===== config.mk =====
export PLATFORM = sky130hd
export DESIGN_NAME = retire_ctrl
export DESIGN_NICKNAME = d
export VERILOG_FILES = /design/src/rtl/retire_pkg.sv /design/src/rtl/retire_scan.sv /design/src/rtl/retire_state.sv /design/src/rtl/retire_stats.sv /design/src/rtl/trap_timer.sv /design/src/rtl/retire_ctrl.sv
export SDC_FILE = /design/constraint.sdc
export NUM_CORES = 2
export LEC_CHECK = 0
export BUFFER_PORTS_ARGS = -buffer_cell sky130_fd_sc_hd__buf_2
export CORE_MARGIN = 2
export CORE_UTILIZATION = 55
export CTS_CLUSTER_DIAMETER = 120
export CTS_CLUSTER_SIZE = 14
export DETAILED_ROUTE_END_ITERATION = 12
export PLACE_DENSITY = 0.73
export SLEW_MARGIN = 20
export SYNTH_ARGS = -nofsm -noshare
export SYNTH_HDL_FRONTEND = slang
export SYNTH_SLANG_ARGS = --single-unit

===== constraint.sdc =====
create_clock -name clk -period 14.5 [get_ports clk]
set_clock_uncertainty 0.2 [all_clocks]
set_input_delay 2.9 -clock clk [delete_from_list [all_inputs] [get_ports clk]]
set_output_delay 2.9 -clock clk [all_outputs]
set_load 0.01 [all_outputs]

===== src/rtl/retire_pkg.sv =====
package retire_pkg;
  typedef enum logic [2:0] {
    K_PLAIN  = 3'd0,
    K_NOP    = 3'd1,
    K_IPREF  = 3'd2,
    K_LOAD   = 3'd3,
    K_STORE  = 3'd4,
    K_NSPEC  = 3'd5,
    K_STCOND = 3'd6,
    K_BARR   = 3'd7
  } kind_e;

  function automatic logic is_serial(input logic [2:0] k);
    return (k == K_NSPEC) || (k == K_STCOND) || (k == K_BARR);
  endfunction

  function automatic logic is_uncounted(input logic [2:0] k);
    return (k == K_NOP) || (k == K_IPREF);
  endfunction
endpackage


===== src/rtl/retire_scan.sv =====
module retire_scan import retire_pkg::*; #(
  parameter int WIN   = 4,
  parameter int WIDTH = 2,
  localparam int PCW = $clog2(WIN + 1),
  localparam int NCW = $clog2(WIDTH + 1),
  localparam int IW  = (WIN > 1) ? $clog2(WIN) : 1
) (
  input  logic              en,
  input  logic              stores_pend,
  input  logic [WIN-1:0]    rdy,
  input  logic [WIN*3-1:0]  kind,
  input  logic [WIN-1:0]    exec,
  input  logic [WIN-1:0]    sqsh,
  input  logic [WIN-1:0]    flt,
  output logic [PCW-1:0]    pop,
  output logic [NCW-1:0]    ncommit,
  output logic [NCW-1:0]    ncount,
  output logic [WIN-1:0]    cmask,
  output logic              any,
  output logic [IW-1:0]     last_idx,
  output logic [IW-1:0]     stop_idx,
  output logic              clr,
  output logic              req,
  output logic              unc,
  output logic              ftake
);
  always_comb begin
    logic stop;
    pop = '0; ncommit = '0; ncount = '0; cmask = '0; any = 1'b0;
    last_idx = '0; stop_idx = '0; clr = 1'b0; req = 1'b0; unc = 1'b0;
    ftake = 1'b0;
    stop = !en;
    for (int i = 0; i < WIN; i++) begin
      if (!stop) begin
        if (!rdy[i] || ncommit == NCW'(WIDTH)) begin
          stop = 1'b1;
        end else if (sqsh[i]) begin
          pop = pop + 1'b1;
        end else if (exec[i] && !flt[i]) begin
          pop = pop + 1'b1;
          ncommit = ncommit + 1'b1;
          cmask[i] = 1'b1;
          any = 1'b1;
          last_idx = IW'(i);
          if (!is_uncounted(kind[i*3 +: 3])) ncount = ncount + 1'b1;
        end else if (exec[i]) begin
          stop_idx = IW'(i);
          if (ncommit == '0 && !stores_pend) ftake = 1'b1;
          stop = 1'b1;
        end else if (kind[i*3 +: 3] == K_LOAD) begin
          stop_idx = IW'(i);
          clr = 1'b1; req = 1'b1; unc = 1'b1;
          stop = 1'b1;
        end else if (is_serial(kind[i*3 +: 3])) begin
          stop_idx = IW'(i);
          if (ncommit == '0 && !stores_pend) begin
            clr = 1'b1; req = 1'b1;
          end
          stop = 1'b1;
        end else begin
          stop = 1'b1;
        end
      end
    end
  end
endmodule


===== src/rtl/retire_state.sv =====
module retire_state #(
  parameter int WIN      = 4,
  parameter int NTHR     = 2,
  parameter int AW       = 32,
  parameter int NARCH    = 32,
  parameter int NPHYS    = 128,
  parameter int ISZ      = 4,
  parameter logic [AW-1:0] RESET_PC = 32'h1000,
  localparam int TW = (NTHR > 1) ? $clog2(NTHR) : 1,
  localparam int RW = $clog2(NARCH),
  localparam int PW = $clog2(NPHYS),
  localparam int IW = (WIN > 1) ? $clog2(WIN) : 1
) (
  input  logic               clk,
  input  logic               rst,
  input  logic               any,
  input  logic [TW-1:0]      tid,
  input  logic [IW-1:0]      last_idx,
  input  logic [WIN-1:0]     cmask,
  input  logic [WIN-1:0]     dv,
  input  logic [WIN*RW-1:0]  da,
  input  logic [WIN*PW-1:0]  dp,
  input  logic [WIN*AW-1:0]  npc,
  input  logic [TW-1:0]      rd_tid,
  input  logic [RW-1:0]      rd_arch,
  output logic [PW-1:0]      rd_phys,
  output logic [NTHR*AW-1:0] arch_pc,
  output logic [NTHR*AW-1:0] arch_npc
);
  logic [PW-1:0] map_q [NTHR][NARCH];
  logic [AW-1:0] pc_q  [NTHR];
  logic [AW-1:0] npc_q [NTHR];
  logic [AW-1:0] npc_last;

  assign npc_last = npc[last_idx*AW +: AW];

  always_ff @(posedge clk) begin
    if (rst) begin
      for (int t = 0; t < NTHR; t++)
        for (int a = 0; a < NARCH; a++)
          map_q[t][a] <= PW'(t * NARCH + a);
    end else begin
      for (int i = 0; i < WIN; i++)
        if (cmask[i] && dv[i]) map_q[tid][da[i*RW +: RW]] <= dp[i*PW +: PW];
    end
  end

  always_ff @(posedge clk) begin
    if (rst) rd_phys <= '0;
    else     rd_phys <= map_q[rd_tid][rd_arch];
  end

  always_ff @(posedge clk) begin
    if (rst) begin
      for (int t = 0; t < NTHR; t++) begin
        pc_q[t]  <= RESET_PC;
        npc_q[t] <= RESET_PC + AW'(ISZ);
      end
    end else if (any) begin
      pc_q[tid]  <= npc_last;
      npc_q[tid] <= npc_last + AW'(ISZ);
    end
  end

  for (genvar t = 0; t < NTHR; t++) begin : g_pc
    assign arch_pc[t*AW +: AW]  = pc_q[t];
    assign arch_npc[t*AW +: AW] = npc_q[t];
  end
endmodule


===== src/rtl/retire_stats.sv =====
module retire_stats #(
  parameter int WIDTH = 2,
  parameter int CW    = 32,
  localparam int NCW = $clog2(WIDTH + 1)
) (
  input  logic                    clk,
  input  logic                    rst,
  input  logic [NCW-1:0]          ncommit,
  input  logic [NCW-1:0]          ncount,
  output logic [(WIDTH+1)*CW-1:0] hist,
  output logic [CW-1:0]           full,
  output logic [CW-1:0]           insts
);
  logic [CW-1:0] bin_q [WIDTH+1];

  always_ff @(posedge clk) begin
    if (rst) begin
      for (int k = 0; k <= WIDTH; k++) bin_q[k] <= '0;
      full  <= '0;
      insts <= '0;
    end else begin
      bin_q[ncommit] <= bin_q[ncommit] + 1'b1;
      if (ncommit == NCW'(WIDTH)) full <= full + 1'b1;
      insts <= insts + CW'(ncount);
    end
  end

  for (genvar k = 0; k <= WIDTH; k++) begin : g_bin
    assign hist[k*CW +: CW] = bin_q[k];
  end
endmodule


===== src/rtl/trap_timer.sv =====
module trap_timer #(
  parameter int TRAP_LAT = 8,
  localparam int LW = $clog2(TRAP_LAT + 1)
) (
  input  logic clk,
  input  logic rst,
  input  logic take,
  output logic pend,
  output logic fire
);
  logic [LW-1:0] cnt_q;

  always_ff @(posedge clk) begin
    if (rst) begin
      pend <= 1'b0; fire <= 1'b0; cnt_q <= '0;
    end else begin
      fire <= 1'b0;
      if (pend) begin
        if (cnt_q == LW'(1)) begin
          pend <= 1'b0;
          fire <= 1'b1;
        end else begin
          cnt_q <= cnt_q - 1'b1;
        end
      end else if (take) begin
        pend  <= 1'b1;
        cnt_q <= LW'(TRAP_LAT);
      end
    end
  end
endmodule


===== src/rtl/retire_ctrl.sv =====
module retire_ctrl import retire_pkg::*; #(
  parameter int WIN      = 4,
  parameter int WIDTH    = 2,
  parameter int NTHR     = 2,
  parameter int AW       = 32,
  parameter int SW       = 16,
  parameter int NARCH    = 32,
  parameter int NPHYS    = 128,
  parameter int CW       = 32,
  parameter int ISZ      = 4,
  parameter int TRAP_LAT = 8,
  parameter logic [AW-1:0] RESET_PC = 32'h1000,
  localparam int TW  = (NTHR > 1) ? $clog2(NTHR) : 1,
  localparam int RW  = $clog2(NARCH),
  localparam int PW  = $clog2(NPHYS),
  localparam int PCW = $clog2(WIN + 1),
  localparam int NCW = $clog2(WIDTH + 1),
  localparam int IW  = (WIN > 1) ? $clog2(WIN) : 1
) (
  input  logic                    clk,
  input  logic                    rst,
  input  logic                    thr_vld,
  input  logic [TW-1:0]           thr_id,
  input  logic                    stores_pend,
  input  logic [WIN-1:0]          slot_rdy,
  input  logic [WIN*3-1:0]        slot_kind,
  input  logic [WIN-1:0]          slot_exec,
  input  logic [WIN-1:0]          slot_sqsh,
  input  logic [WIN-1:0]          slot_flt,
  input  logic [WIN*AW-1:0]       slot_npc,
  input  logic [WIN*SW-1:0]       slot_seq,
  input  logic [WIN-1:0]          slot_dv,
  input  logic [WIN*RW-1:0]       slot_da,
  input  logic [WIN*PW-1:0]       slot_dp,
  input  logic [TW-1:0]           map_rd_tid,
  input  logic [RW-1:0]           map_rd_arch,
  output logic [PW-1:0]           map_rd_phys,
  output logic [PCW-1:0]          pop_cnt,
  output logic                    clr_head,
  output logic                    done_vld,
  output logic [TW-1:0]           done_tid,
  output logic [SW-1:0]           done_seq,
  output logic                    ns_vld,
  output logic                    ns_uncached,
  output logic [TW-1:0]           ns_tid,
  output logic [SW-1:0]           ns_seq,
  output logic [NTHR-1:0]         trap_pend,
  output logic [NTHR-1:0]         trap_fire,
  output logic [NTHR*AW-1:0]      arch_pc,
  output logic [NTHR*AW-1:0]      arch_npc,
  output logic [(WIDTH+1)*CW-1:0] stat_hist,
  output logic [CW-1:0]           stat_full,
  output logic [CW-1:0]           stat_insts
);
  logic           scan_en;
  logic [NCW-1:0] ncommit, ncount;
  logic [WIN-1:0] cmask;
  logic           any_c, req_c, unc_c, ftake_c;
  logic [IW-1:0]  last_idx, stop_idx;

  assign scan_en = thr_vld && !trap_pend[thr_id];

  retire_scan #(.WIN(WIN), .WIDTH(WIDTH)) u_scan (
    .en(scan_en), .stores_pend(stores_pend), .rdy(slot_rdy),
    .kind(slot_kind), .exec(slot_exec), .sqsh(slot_sqsh), .flt(slot_flt),
    .pop(pop_cnt), .ncommit(ncommit), .ncount(ncount), .cmask(cmask),
    .any(any_c), .last_idx(last_idx), .stop_idx(stop_idx), .clr(clr_head),
    .req(req_c), .unc(unc_c), .ftake(ftake_c)
  );

  retire_state #(.WIN(WIN), .NTHR(NTHR), .AW(AW), .NARCH(NARCH),
                 .NPHYS(NPHYS), .ISZ(ISZ), .RESET_PC(RESET_PC)) u_state (
    .clk(clk), .rst(rst), .any(any_c), .tid(thr_id), .last_idx(last_idx),
    .cmask(cmask), .dv(slot_dv), .da(slot_da), .dp(slot_dp), .npc(slot_npc),
    .rd_tid(map_rd_tid), .rd_arch(map_rd_arch), .rd_phys(map_rd_phys),
    .arch_pc(arch_pc), .arch_npc(arch_npc)
  );

  retire_stats #(.WIDTH(WIDTH), .CW(CW)) u_stats (
    .clk(clk), .rst(rst), .ncommit(ncommit), .ncount(ncount),
    .hist(stat_hist), .full(stat_full), .insts(stat_insts)
  );

  for (genvar t = 0; t < NTHR; t++) begin : g_trap
    trap_timer #(.TRAP_LAT(TRAP_LAT)) u_tmr (
      .clk(clk), .rst(rst), .take(ftake_c && thr_id == TW'(t)),
      .pend(trap_pend[t]), .fire(trap_fire[t])
    );
  end

  always_ff @(posedge clk) begin
    if (rst) begin
      done_vld <= 1'b0; done_tid <= '0; done_seq <= '0;
      ns_vld <= 1'b0; ns_uncached <= 1'b0; ns_tid <= '0; ns_seq <= '0;
    end else begin
      done_vld <= any_c;
      if (any_c) begin
        done_tid <= thr_id;
        done_seq <= slot_seq[last_idx*SW +: SW];
      end
      ns_vld      <= req_c;
      ns_uncached <= req_c && unc_c;
      if (req_c) begin
        ns_tid <= thr_id;
        ns_seq <= slot_seq[stop_idx*SW +: SW];
      end
    end
  end
endmodule


==> impl_metrics.env <==
export IMPL_status="finished clean"
export IMPL_hp_class="reg -> reg"
export IMPL_wl_per_cell_um=30.0
export IMPL_stdcell_area_um2=53900
export IMPL_htreeDepth=3
export IMPL_startpoint_type="input pin"
export IMPL_hold_viol_final=0
export IMPL_ys_warn_count=0
export IMPL_cts_tree="done"
export IMPL_dieHeight_um=300
export IMPL_synth_edf_count=700
export IMPL_clk_pin_slew_worst_paths_ps=70
export IMPL_min_to="done_seq[4]"
export IMPL_min_path_cells=2
export IMPL_crit_chain="buf_2, mux2i_4, nand4_1, ha_1, mux2_2, nand2_1, ha_1, and4bb_2, o2111a_1, xnor2_2, buf_4, nor2_2, inv_1, ha_1, nor3b_1, nor2b_1, nand2_1, nor4b_1, nor3_1, o21ai_2, buf_4, buf_2"
export IMPL_cap_violations=0
export IMPL_worstSetupPathType="in -> out"
export IMPL_cp_top_family="simple AND/OR/NAND/NOR gates"
export IMPL_layout_drive_gt1_share_pct=19.0
export IMPL_drt_total_wl_um=200000
export IMPL_path_buf_inv=5
export IMPL_first_global_vias=40455
export IMPL_fin_nets=5707
export IMPL_synthFlopType="edfxtp_1"
export IMPL_cts_sinks=820
export IMPL_reg2reg_from="g_trap[0].u_tmr.pend"
export IMPL_ff2ff_path_depth=24
export IMPL_drt_antenna_violating_nets=0
export IMPL_start_util_pct=55.6
export IMPL_drtIter0Drc=7263
export IMPL_critPathMaxStageDelay_ps=490
export IMPL_cts_root_buf="clkbuf_16"
export IMPL_synthCells=5068
export IMPL_crit_path_frequent_cell="ha_1"
export IMPL_cp_max_fo=38
export IMPL_final_common_cell="nor2_1"
export IMPL_die_w_um=300
export IMPL_relSlewSlack_pct=17.9
export IMPL_grt_start_max_net_pins=122
export IMPL_drt_first_pass_iters=7
export IMPL_final_cell_mix="nor2_1 (795), edfxtp_1 (700), nand2_1 (693), buf_2 (619), a21oi_1 (369)"
export IMPL_grt_antenna_before_repair=54
export IMPL_routabilityCongestion=1.04
export IMPL_setup_viol_count_final=0
export IMPL_rr_endpoint="u_state.map_q[1][59]"
export IMPL_r2r_slack_ps=5380
export IMPL_critical_path_endpoint_type="output pin"
export IMPL_boundaryPins=623
export IMPL_hold_buffers=0
export IMPL_cts_buffers=68
export IMPL_drc=0
export IMPL_critPathArrivalTime_ps=9000
export IMPL_fin_hold_ws_ps=294
export IMPL_fin_setup_tns_ps=0
export IMPL_yosysSeqAreaShare_pct=48.6
export IMPL_syn_cell_area_um2=48200
export IMPL_post_route_period_util_pct=83.5
export IMPL_grt_pass1_wl_um=284000
export IMPL_synthDistinctLibCells=88
export IMPL_irDropWorstVdd_uv=104
export IMPL_dieArea_um2=90000
export IMPL_rsz0062_at_grt="no"
export IMPL_cp_required_ps=11400
export IMPL_clk_insertion_delay_late_ps=630
export IMPL_rows=108
export IMPL_postSynthAreaPerCell_um2=9.51
export IMPL_post_cts_setup_buffers=0
export IMPL_tightest_slew_ps=1230
export IMPL_vias=44733
export IMPL_syn_to_final_growth_pct=11.7
export IMPL_cp_slowest_cell="o2111a_1"
export IMPL_ys_ff_latch=820
export IMPL_power_density_nw_per_um2=94.3
export IMPL_vias_per_cell=6.72
export IMPL_dp_hpwl_um=141000
export IMPL_track_usage_pct=43.2
export IMPL_postPlaceCellArea_um2=51700
export IMPL_fin_crit_ps=12100
export IMPL_fin_cells=6658
export IMPL_hp_start="done_seq[4]"
export IMPL_p_leak_nw=19.4
export IMPL_io_buffers=622
export IMPL_async_flop_share_pct=0
export IMPL_synth_fp_nets=5371
export IMPL_grt_ovfl_total=0
export IMPL_placed_cells=6489
export IMPL_max_freq_ghz=0.0826
export IMPL_post_cts_resized_instances=0
export IMPL_core_um2=86800
export IMPL_drv_slew=0
export IMPL_clock_path_buffers=3
-- registers in the layout, indices dropped and copies added, names as in the netlist, 2 cells and up --
| register | cells |
|---|---|
| done_seq | 16 |
| g_trap.u_tmr.cnt_q | 8 |
| g_trap.u_tmr.fire | 2 |
| g_trap.u_tmr.pend | 2 |
| ns_seq | 16 |
| u_state.map_q | 448 |
| u_state.npc_q | 64 |
| u_state.pc_q | 60 |
| u_state.rd_phys | 7 |
| u_stats.bin_q | 128 |
| u_stats.full | 32 |
| u_stats.insts | 32 |
-- worst register-to-register path: cells and delay by family (launching register included) --
family                   cells  cell delay (ps)
AND/OR/NAND/NOR             13             4430
adder cells (fa/ha/maj)      3              860
flip-flops                   1              450
AO/OA/AOI/OAI                2              770
buffers and inverters        3             1360
multiplexers                 2              590
XOR/XNOR                     1              180
-- synthesized netlist by cell type (all sizes together) (21+ instances only) --
cell type  instances  share of area, %
o21ai            327               3.4
xor2              58               1.1
dfxtp            120               5.0
edfxtp           700                44
nor2b             42              0.55
inv               60              0.47
mux4             147               6.9
mux2i            199               4.2
nor4              44              0.65
nor3b             21              0.33
buf               87              0.91
a211oi            32              0.50
mux2              31              0.72
and3              25              0.32
clkbuf           330               2.6
or4               26              0.43
nand3            304               3.2
nand2b            57              0.74
a221oi            27              0.49
or3               29              0.38
nand4             39              0.51
o22ai             39              0.51
a21oi            371               3.9
xnor2             45              0.82
nor2             798               6.2
or2               42              0.55
nor3              92              0.96
nand2            698               5.4
o21bai            26              0.40
and2              47              0.61
-- routing by layer --
layer	track usage, %	vias up	share of wire (%)
met5	0	-	0.081
met4	23.0	24	7.2
met3	15.0	810	16
met2	62.3	3915	41
met1	57.6	20923	35
li1	-	19061	-
-- cell families (layout without fill, tap and decap cells) --
group                      Yosys count  count (layout)  synth area share, %
AOI/OAI and AO/OA                  962             962                 11.6
xor gates and xnor gates           103             103                 1.87
other                                0              49                    0
buffers and inverters              477             863                 3.95
adders and majority gates           21              21                0.555
muxes                              377             377                 11.7
DFF                                820             820                 48.6
and+or+nand+nor                   2308            2308                 21.6
-- worst max-delay path by stage --
stage                       from       end  slack, ps  cells past startpoint
floorplan           slot_exec[0]  clr_head       3880                     24
global placement          thr_id  clr_head       2700                     22
detailed placement        thr_id  clr_head       2570                     22
CTS                       thr_id  clr_head       2520                     22
global route              thr_id  clr_head       2020                     22
finish                    thr_id  clr_head       2400                     22
-- cell type report --
cell class / count / area, um2
Clock buffer: 114 / 1940
Tap cell: 1155 / 1450
Multi-Input combinational cell: 3771 / 23000
Timing Repair Buffer: 683 / 3600
Fill cell: 7394 / 32900
Inverter: 60 / 225
Sequential cell: 820 / 23400
Clock inverter: 6 / 60.1
Antenna cell: 49 / 123
-- report_power, final --
| group | switching (mW) | internal (mW) | total, mW |
|---|---|---|---|
| combinational | 0.427 | 0.198 | 0.624 |
| sequential | 0.0383 | 2.61 | 2.65 |
| clock | 0.888 | 0.917 | 1.80 |
-- through the flow --
step | setup slack [ps] | power [mW] | utilization [%]
floorplan | 3880 | 3.03 | -
global placement | 2700 | 3.29 | 59.6
detailed placement | 2570 | 3.29 | 59.6
CTS | 2520 | 5.04 | 61.9
global route | 2020 | 5.17 | 62.0
finish | 2400 | 5.08 | 62.1
No activity file was read; power rests on OpenSTA's default activity.
